--- src/rtl/qdec_pkg.sv ---
package qdec_pkg;
  localparam logic [2:0] OP_FLAG = 3'd0;
  localparam logic [2:0] OP_MODE = 3'd1;
  localparam logic [2:0] OP_IOC  = 3'd2;
  localparam logic [2:0] OP_IDX  = 3'd3;

  typedef struct packed {
    logic [1:0] quadMode;
    logic       abEn;
    logic       presetDis;
    logic [1:0] flgSel;
    logic       idxFnEn;
    logic       idxPol;
  } qdecCfg_t;

  typedef struct packed {
    logic errClr;
  } qdecStrobe_t;
endpackage

--- src/rtl/qdec_ctrl.sv ---
module qdec_ctrl
  import qdec_pkg::*;
#(
  parameter int CMD_W = 8
) (
  input  logic             clk,
  input  logic             rstN,
  input  logic             wrEn,
  input  logic [CMD_W-1:0] wrData,
  output qdecCfg_t         cfg,
  output qdecStrobe_t      strb
);
  localparam int OP_LSB = CMD_W - 3;

  logic [2:0] opCode;
  assign opCode = wrData[OP_LSB +: 3];

  always_comb begin
    strb = '0;
    strb.errClr = wrEn && (opCode == OP_FLAG) && (wrData[2:1] == 2'b11);
  end

  always_ff @(posedge clk or negedge rstN) begin
    if (!rstN) begin
      cfg <= '0;
    end else if (wrEn) begin
      case (opCode)
        OP_MODE: begin
          cfg.quadMode <= wrData[4:3];
          if (wrData[4:3] == 2'd0) cfg.idxFnEn <= 1'b0;
        end
        OP_IOC: begin
          cfg.abEn      <= wrData[0];
          cfg.presetDis <= wrData[1];
          cfg.flgSel    <= wrData[4:3];
        end
        OP_IDX: begin
          cfg.idxPol  <= wrData[1];
          cfg.idxFnEn <= wrData[0] && (cfg.quadMode != 2'd0);
        end
        default: ;
      endcase
    end
  end


  idx_fn_mode_chk: assert property (@(posedge clk) disable iff (!rstN)
    (cfg.quadMode == 2'd0) |-> !cfg.idxFnEn);
endmodule

--- src/rtl/qdec_datapath.sv ---
module qdec_datapath
  import qdec_pkg::*;
#(
  parameter int SYNC_STAGES = 2
) (
  input  logic        clk,
  input  logic        rstN,
  input  logic        encA,
  input  logic        encB,
  input  logic        encIdx,
  input  logic        cntCarry,
  input  logic        cntBorrow,
  input  logic        cntCompare,
  input  qdecCfg_t    cfg,
  input  qdecStrobe_t strb,
  output logic        countEn,
  output logic        countUp,
  output logic        noiseErr,
  output logic        idxLevel,
  output logic        presetLoad,
  output logic        flagOut
);
  localparam int LAST = SYNC_STAGES - 1;

  logic [2:0] syncStage [SYNC_STAGES];
  logic curA, curB, curIdx, prevA, prevB, prevIdx;

  always_ff @(posedge clk or negedge rstN) begin
    if (!rstN) begin
      for (int g = 0; g < SYNC_STAGES; g++) syncStage[g] <= '0;
      prevA <= 1'b0;
      prevB <= 1'b0;
      prevIdx <= 1'b0;
    end else begin
      syncStage[0] <= {encIdx, encB, encA};
      for (int g = 1; g < SYNC_STAGES; g++) syncStage[g] <= syncStage[g-1];
      prevA <= curA;
      prevB <= curB;
      prevIdx <= curIdx;
    end
  end

  assign curA   = syncStage[LAST][0];
  assign curB   = syncStage[LAST][1];
  assign curIdx = syncStage[LAST][2];

  logic aChg, bChg, isQuad, stepHit, cntHit, dirUp, badStep;
  logic idxAct, idxActPrev, loadHit;

  always_comb begin
    aChg   = curA ^ prevA;
    bChg   = curB ^ prevB;
    isQuad = cfg.quadMode != 2'd0;
    case (cfg.quadMode)
      2'd0:    stepHit = aChg & curA;
      2'd1:    stepHit = aChg & curA & ~bChg;
      2'd2:    stepHit = aChg & ~bChg;
      default: stepHit = aChg ^ bChg;
    endcase
    cntHit     = cfg.abEn & stepHit;
    dirUp      = !isQuad ? curB : (aChg ? (curA ^ curB) : ~(curA ^ curB));
    badStep    = isQuad & cfg.abEn & aChg & bChg;
    idxAct     = ~(curIdx ^ cfg.idxPol);
    idxActPrev = ~(prevIdx ^ cfg.idxPol);
    loadHit    = cfg.idxFnEn & ~cfg.presetDis & idxAct & ~idxActPrev;
  end

  always_ff @(posedge clk or negedge rstN) begin
    if (!rstN) begin
      countEn    <= 1'b0;
      countUp    <= 1'b1;
      noiseErr   <= 1'b0;
      presetLoad <= 1'b0;
    end else begin
      countEn    <= cntHit;
      if (cntHit) countUp <= dirUp;
      noiseErr   <= badStep | (noiseErr & ~strb.errClr);
      presetLoad <= loadHit;
    end
  end

  assign idxLevel = curIdx;

  always_comb begin
    case (cfg.flgSel)
      2'd0:    flagOut = ~cntCarry;
      2'd1:    flagOut = ~cntCompare;
      2'd2:    flagOut = ~(cntCarry | cntBorrow);
      default: flagOut = idxAct;
    endcase
  end


  gate_off_chk: assert property (@(posedge clk) disable iff (!rstN)
    !cfg.abEn |=> !countEn);

  err_sticky_chk: assert property (@(posedge clk) disable iff (!rstN)
    (noiseErr && !strb.errClr) |=> noiseErr);

  load_gate_chk: assert property (@(posedge clk) disable iff (!rstN)
    presetLoad |-> $past(cfg.idxFnEn && !cfg.presetDis));

  dir_hold_chk: assert property (@(posedge clk) disable iff (!rstN)
    !$stable(countUp) |-> countEn);
endmodule

--- src/rtl/quad_index_decoder.sv ---
module quad_index_decoder
  import qdec_pkg::*;
#(
  parameter int CMD_W       = 8,
  parameter int SYNC_STAGES = 2
) (
  input  logic             clk,
  input  logic             rstN,
  input  logic             encA,
  input  logic             encB,
  input  logic             encIdx,
  input  logic             cntCarry,
  input  logic             cntBorrow,
  input  logic             cntCompare,
  input  logic             wrEn,
  input  logic [CMD_W-1:0] wrData,
  output logic             countEn,
  output logic             countUp,
  output logic             noiseErr,
  output logic             idxLevel,
  output logic             presetLoad,
  output logic             flagOut
);
  qdecCfg_t    cfg;
  qdecStrobe_t strb;

  qdec_ctrl #(.CMD_W(CMD_W)) uCtrl (
    .clk(clk), .rstN(rstN), .wrEn(wrEn), .wrData(wrData),
    .cfg(cfg), .strb(strb)
  );

  qdec_datapath #(.SYNC_STAGES(SYNC_STAGES)) uData (
    .clk(clk), .rstN(rstN), .encA(encA), .encB(encB), .encIdx(encIdx),
    .cntCarry(cntCarry), .cntBorrow(cntBorrow), .cntCompare(cntCompare),
    .cfg(cfg), .strb(strb),
    .countEn(countEn), .countUp(countUp), .noiseErr(noiseErr),
    .idxLevel(idxLevel), .presetLoad(presetLoad), .flagOut(flagOut)
  );
endmodule

--- config.mk ---
export PLATFORM = sky130hd
export DESIGN_NAME = quad_index_decoder
export DESIGN_NICKNAME = d
export VERILOG_FILES = /design/src/rtl/qdec_pkg.sv /design/src/rtl/qdec_ctrl.sv /design/src/rtl/qdec_datapath.sv /design/src/rtl/quad_index_decoder.sv
export SDC_FILE = /design/constraint.sdc
export NUM_CORES = 1
export LEC_CHECK = 0
export ABC_AREA = 1
export BUFFER_PORTS_ARGS = -buffer_cell sky130_fd_sc_hd__buf_2
export CORE_MARGIN = 5
export CORE_UTILIZATION = 35
export CTS_BUF_LIST = sky130_fd_sc_hd__clkbuf_2
export DETAILED_ROUTE_END_ITERATION = 8
export GPL_TIMING_DRIVEN = 0
export REMOVE_ABC_BUFFERS = 1
export SLEW_MARGIN = 10
export SYNTH_ARGS = -nofsm -noshare
export SYNTH_HDL_FRONTEND = slang
export SYNTH_SLANG_ARGS = --single-unit
--- constraint.sdc ---
create_clock -name clk -period 1.5 [get_ports clk]
set_clock_uncertainty 0.05 [all_clocks]
set_input_delay 0.3 -clock clk [delete_from_list [all_inputs] [get_ports clk]]
set_output_delay 0.3 -clock clk [all_outputs]
set_load 0.05 [all_outputs]
**After elaboration in Yosys (flattened, before gate mapping)**

Cells that the tools add are included.

- Add/subtract/negate cells: 0
- Multiply operators: 0
- Div/mod/pow operators: 0
- $lt $le $gt $ge: 0
- Eq/ne operators: 9
- Shifts and indexed selects: 0
- Mux-type cells: 6
- Bitwise operators: 27
- Reduce and logical (&&, ||, !) cells: 13

Operator list:

| cell | number |
|---|---|
| $and 1x1->1 | 11 |
| $not 1->1 | 8 |
| $eq 2x2->1 const B | 3 |
| $eq 3x2->1 const B | 2 |
| $logic_not 2->1 | 3 |
| $pmux 1 s3 | 2 |
| $reduce_and 2->1 | 3 |
| $xor 1x1->1 | 6 |
| $eq 2x1->1 const B | 2 |
| $reduce_bool 2->1 | 2 |
| $eq 3x1->1 const B | 1 |
| $logic_and 1x1->1 | 3 |
| $logic_not 3->1 | 1 |
| $mux 1 | 3 |
| $reduce_and 3->1 | 1 |
| $ne 2x1->1 const B | 1 |
| $or 1x1->1 | 2 |
| $pmux 1 s2 | 1 |

- Flip-flop bits (word level): 21
- Bits in latches: 0
- RAM bits: 0
- Memory bits (read-only): 0
- Output and inout port bits: 6
- Word-level logic and storage cells: 70
- Memories: 0

**Logic depth before layout (Yosys ltp)**

- Depth in word-level cells: 6
- Gate-level depth with buffers: 10

**Cells and area by module**

Synthesis repeated with hierarchy kept, for this count alone.

- Cells, all modules: 117
- Area total of the unflattened synthesis: 1023.5 um2

By module, submodules not included:

| module | times used | cells an instance | area each (um2) | seq. area each (um2) |
|---|---|---|---|---|
| qdec_datapath | 1 | 64 | 611.8 | 326.6 |
| qdec_ctrl | 1 | 53 | 411.6 | 200.2 |

**Worst setup path after synthesis**

OpenSTA, ideal clock, no wires.

- Path type: reg2out
- Start point: reg uData.syncStage, in the netlist uData.idxLevel
- End point: out flagOut
- Arrival: 1.559 ns
- Required time: 1.150 ns
- Slack: -0.409 ns
- Stages on the path, launching flop included: 4
- Path through: dfrtp_1 -> xnor2_1 -> a21oi_1 -> nor2_1

- Word-level cells in the longest chain between the ends: 3

Ends and longest elaborated chain:

| what | line | source |
|---|---|---|
| start, declared | qdec_datapath.sv:25 | `logic [2:0] syncStage [SYNC_STAGES];` |
| $xor 1x1->1 | qdec_datapath.sv:63 | `idxAct = ~(curIdx ^ cfg.idxPol);` |
| $not 1->1 | qdec_datapath.sv:63 |  |
| $pmux 1 s3 | qdec_datapath.sv:85 | `case (cfg.flgSel)` |
| end, declared | quad_index_decoder.sv:22 | `output logic flagOut` |

No other way between the ends.

**Worst setup path after layout**

- Start point: reg uCtrl.cfg[0] (netlist name)
- End point: out flagOut

- Word-level cells in the longest chain between the ends: 3

Ends and longest elaborated chain:

| what | line |
|---|---|
| $xor 1x1->1 | qdec_datapath.sv:63 |
| $not 1->1 | qdec_datapath.sv:63 |
| $pmux 1 s3 | qdec_datapath.sv:85 |

No other way between the ends.

==> qor.yml <==
internal-power_w: 0.0008816
cts_tree: "built"
path_buf_inv: 1
hold_class: "in -> reg"
syn_area_per_cell_um2: 9.269
grt_max_degree: 22
n_antenna_cell: 0
drc_errors: 0
setup_viol_count_final: 1
synth.area.top_cells: "dfrtp_1, nand2_1, inv_1"
violations: "setup timing"
tightest_slew_ns: 0.4591
die-area_mm2: 0.003872
finalCritPeriodShare_pct: 114.1
worstSetupStartpointType: "flop"
yosysTopAreaCellShare_pct: 52.42
drive_above_1_share_pct: 29.85
antenna_found_initial: 0
period_minus_slack_ns: 1.712
power_frac_comb_pct: 31.7
power_frac_clock_pct: 17.5
swShare_pct: 36.05
drv_slew: 0
end_kind: "primary output"
placedCellCount: 156
relSlewSlack_pct: 69.40
post_drt_wl_per_cell_um: 11.46
grt_pass1_vias: 759
placed_area_mm2: 0.001104
peakVddDrop_uv: 714.9
cp.arrival_ns: 1.36
hold_viol_final: 0
clockBufferDepth: 2
antenna_left: 0
cp_top_family: "flip-flops"
synth_area_leader_cell: "dfrtp_1"
cp_max_fo: 2
stdcell_count: 165
core_mm2: 0.002686
dr_total_vias: 763
path_clk_slew_ns: 0.20
yosysWarnings: 0
max-cap-violations: 0
grt_use_met1_pct: 13.31
first_pass_iters: 4
gr-max-usage-layer: "met2"
outcome: "finished, violations left"
drt_wl_total_um: 1891
power_density_mw_per_mm2: 1149
mostFrequentLayoutCells: "dfrtp_1, buf_2, nand2_1"
finalPower_w: 0.001379
clkLatencyLatePin_ns: 0.33
rows: 19
cts_sinks: 21
cts_max_level: 1
syn_inst: 103
cellLeakagePower_nw: 0.6308
grtUsageMet3_pct: 3.063
design_area_mm2: 0.001200
critPathSlowestCell: "dfrtp_1"
routabilityCongestion: 0.8120
die_x_um: 62.23
fmax_mhz: 584.1
setup_ws_ns: -0.2122
nNetsFinal: 156
cp_cell_sequence: "xnor2_2 -> a21oi_1 -> nor2_1 -> buf_6"
io_pins: 23
cts_buffers: 3
via_per_inst: 4.624
seqPwrFrac_pct: 50.8
yosysUniqueCellTypes: 19
critPathKind: "reg -> out"
seq_area_frac_synth_pct: 55.18
root_buffer: "clkbuf_2"
die_h_um: 62.23
critical_path.max_stage_delay_ns: 0.46
synth-seq-cells: 21
io_buffers: 22
grt-ovfl-total: 0
grt_usage_pct: 10.16
rsz0062_at_grt: "yes"
grt_use_met2_pct: 15.16
synth_area_um2: 954.7
hpwl_um: 1424
start_util_pct: 35.54
power.net_switching_w: 0.0004970
crit_required_ns: 1.15
final_common_cell: "dfrtp_1"
drt_iter0_drc: 12
areaGrowthSynthToFinish_pct: 25.69
grt_pass1_wl_um: 3222
logic make-up (layout without fill, tap and decap cells):
group / count (synthesis) / count (layout) / share of synthesized area (%)
AO/OA/AOI/OAI: 17 / 17 / 9.174
XOR/XNOR: 2 / 2 / 1.835
adder cells (fa/ha/maj): 4 / 4 / 5.243
buffers and inverters: 17 / 48 / 6.684
flip-flops: 21 / 21 / 55.18
AND/OR/NAND/NOR: 42 / 42 / 21.89
path summary, 6_finish.rpt:
path                       slack [ns]            endpoint  cells after the start          startpoint
max                             -0.21             flagOut                      4        uCtrl.cfg[0]
min                             0.006  uData.syncStage[5]                      1              encIdx
max reg2reg                      0.13       uData.countUp                      9        uCtrl.cfg[7]
min reg2reg                      0.32          uData.curA                      0  uData.syncStage[3]
max in group asynchronous        0.66       uData.countUp                      2                rstN
min in group asynchronous        0.38        uCtrl.cfg[2]                      2                rstN
state kept, by name (all words and copies together) (netlist names):
| register | flops |
|---|---|
| uCtrl.cfg | 8 |
| uData.syncStage | 3 |
| uData.countEn | 1 |
| uData.countUp | 1 |
| uData.curA | 1 |
| uData.curB | 1 |
| uData.idxLevel | 1 |
| uData.noiseErr | 1 |
| uData.presetLoad | 1 |
| uData.prevA | 1 |
| uData.prevB | 1 |
| uData.prevIdx | 1 |
power groups by stage:
stage / clock network (W) / logic (W) / registers, W
4_1_cts: 0.000243 / 0.000426 / 0.000699
2_1_floorplan: 0 / 0.000196 / 0.000799
6_report: 0.000241 / 0.000437 / 0.000701
5_1_grt: 0.000266 / 0.000480 / 0.000713
3_5_place_dp: 0 / 0.000397 / 0.000710
3_3_place_gp: 0 / 0.000385 / 0.000710
layer usage:
layer	part of all wire (%)	vias up
met1	48	357
met2	46	11
met3	4.8	2
met5	0	-
met4	1.0	0
li1	-	393
worst register-to-register path: cells and delay by family, from the launching register on:
kind | cells | cell delay (ns)
simple gates | 5 | 0.36
flops | 1 | 0.43
buf+inv | 2 | 0.10
fa+ha+maj | 1 | 0.27
compound gates | 1 | 0.11
cell usage after synthesis:
cell type and n:
o21ai_0 7, nor2_1 6, nand3b_1 1, dfrtp_1 20, xnor2_1 2, inv_2 2, nand2_1 18, o21ai_1 3
nand3_1 6, inv_1 15, a21oi_1 6, nand3_2 2, nor2_4 1, nand2_2 4, o31ai_1 1, dfstp_2 1
or2_0 1, ha_1 4, nand4_1 3
stage by stage:
stage / hold WS (ns) / utilization, % / worst slack [ns] / TNS [ns]
2_1_floorplan: -0.04559 / - / -0.4088 / -0.4088
3_3_place_gp: 0.2268 / 41.08 / 0.08298 / 0
3_5_place_dp: 0.2294 / 41.08 / 0.07933 / 0
4_1_cts: 0.005531 / 43.27 / -0.1975 / -0.1975
5_1_grt: 0.003051 / 44.67 / -0.2406 / -0.2406
6_report: 0.005564 / 44.67 / -0.2122 / -0.2122
area by class of cell:
| cell class | count | area [um2] |
|---|---|---|
| multi-input combinational | 65 | 384.1 |
| tap | 31 | 38.79 |
| fill | 265 | 1486 |
| timing repair buffer | 27 | 166.4 |
| inverter | 17 | 63.81 |
| clock buffer | 4 | 20.02 |
| sequential | 21 | 526.8 |
what timing repair did:
| action | in CTS | in global routing |
|---|---|---|
| hold buffers | 1 | 2 |
| endpoints found under the hold margin | 20 | 2 |
| setup buffers | 2 | 0 |
| gates resized for setup | 3 | 5 |
| gates cloned | 0 | 0 |
| endpoints found under the setup margin | 1 | 4 |
| pin swaps | 1 | 1 |
No activity file was read; power rests on OpenSTA's default activity.
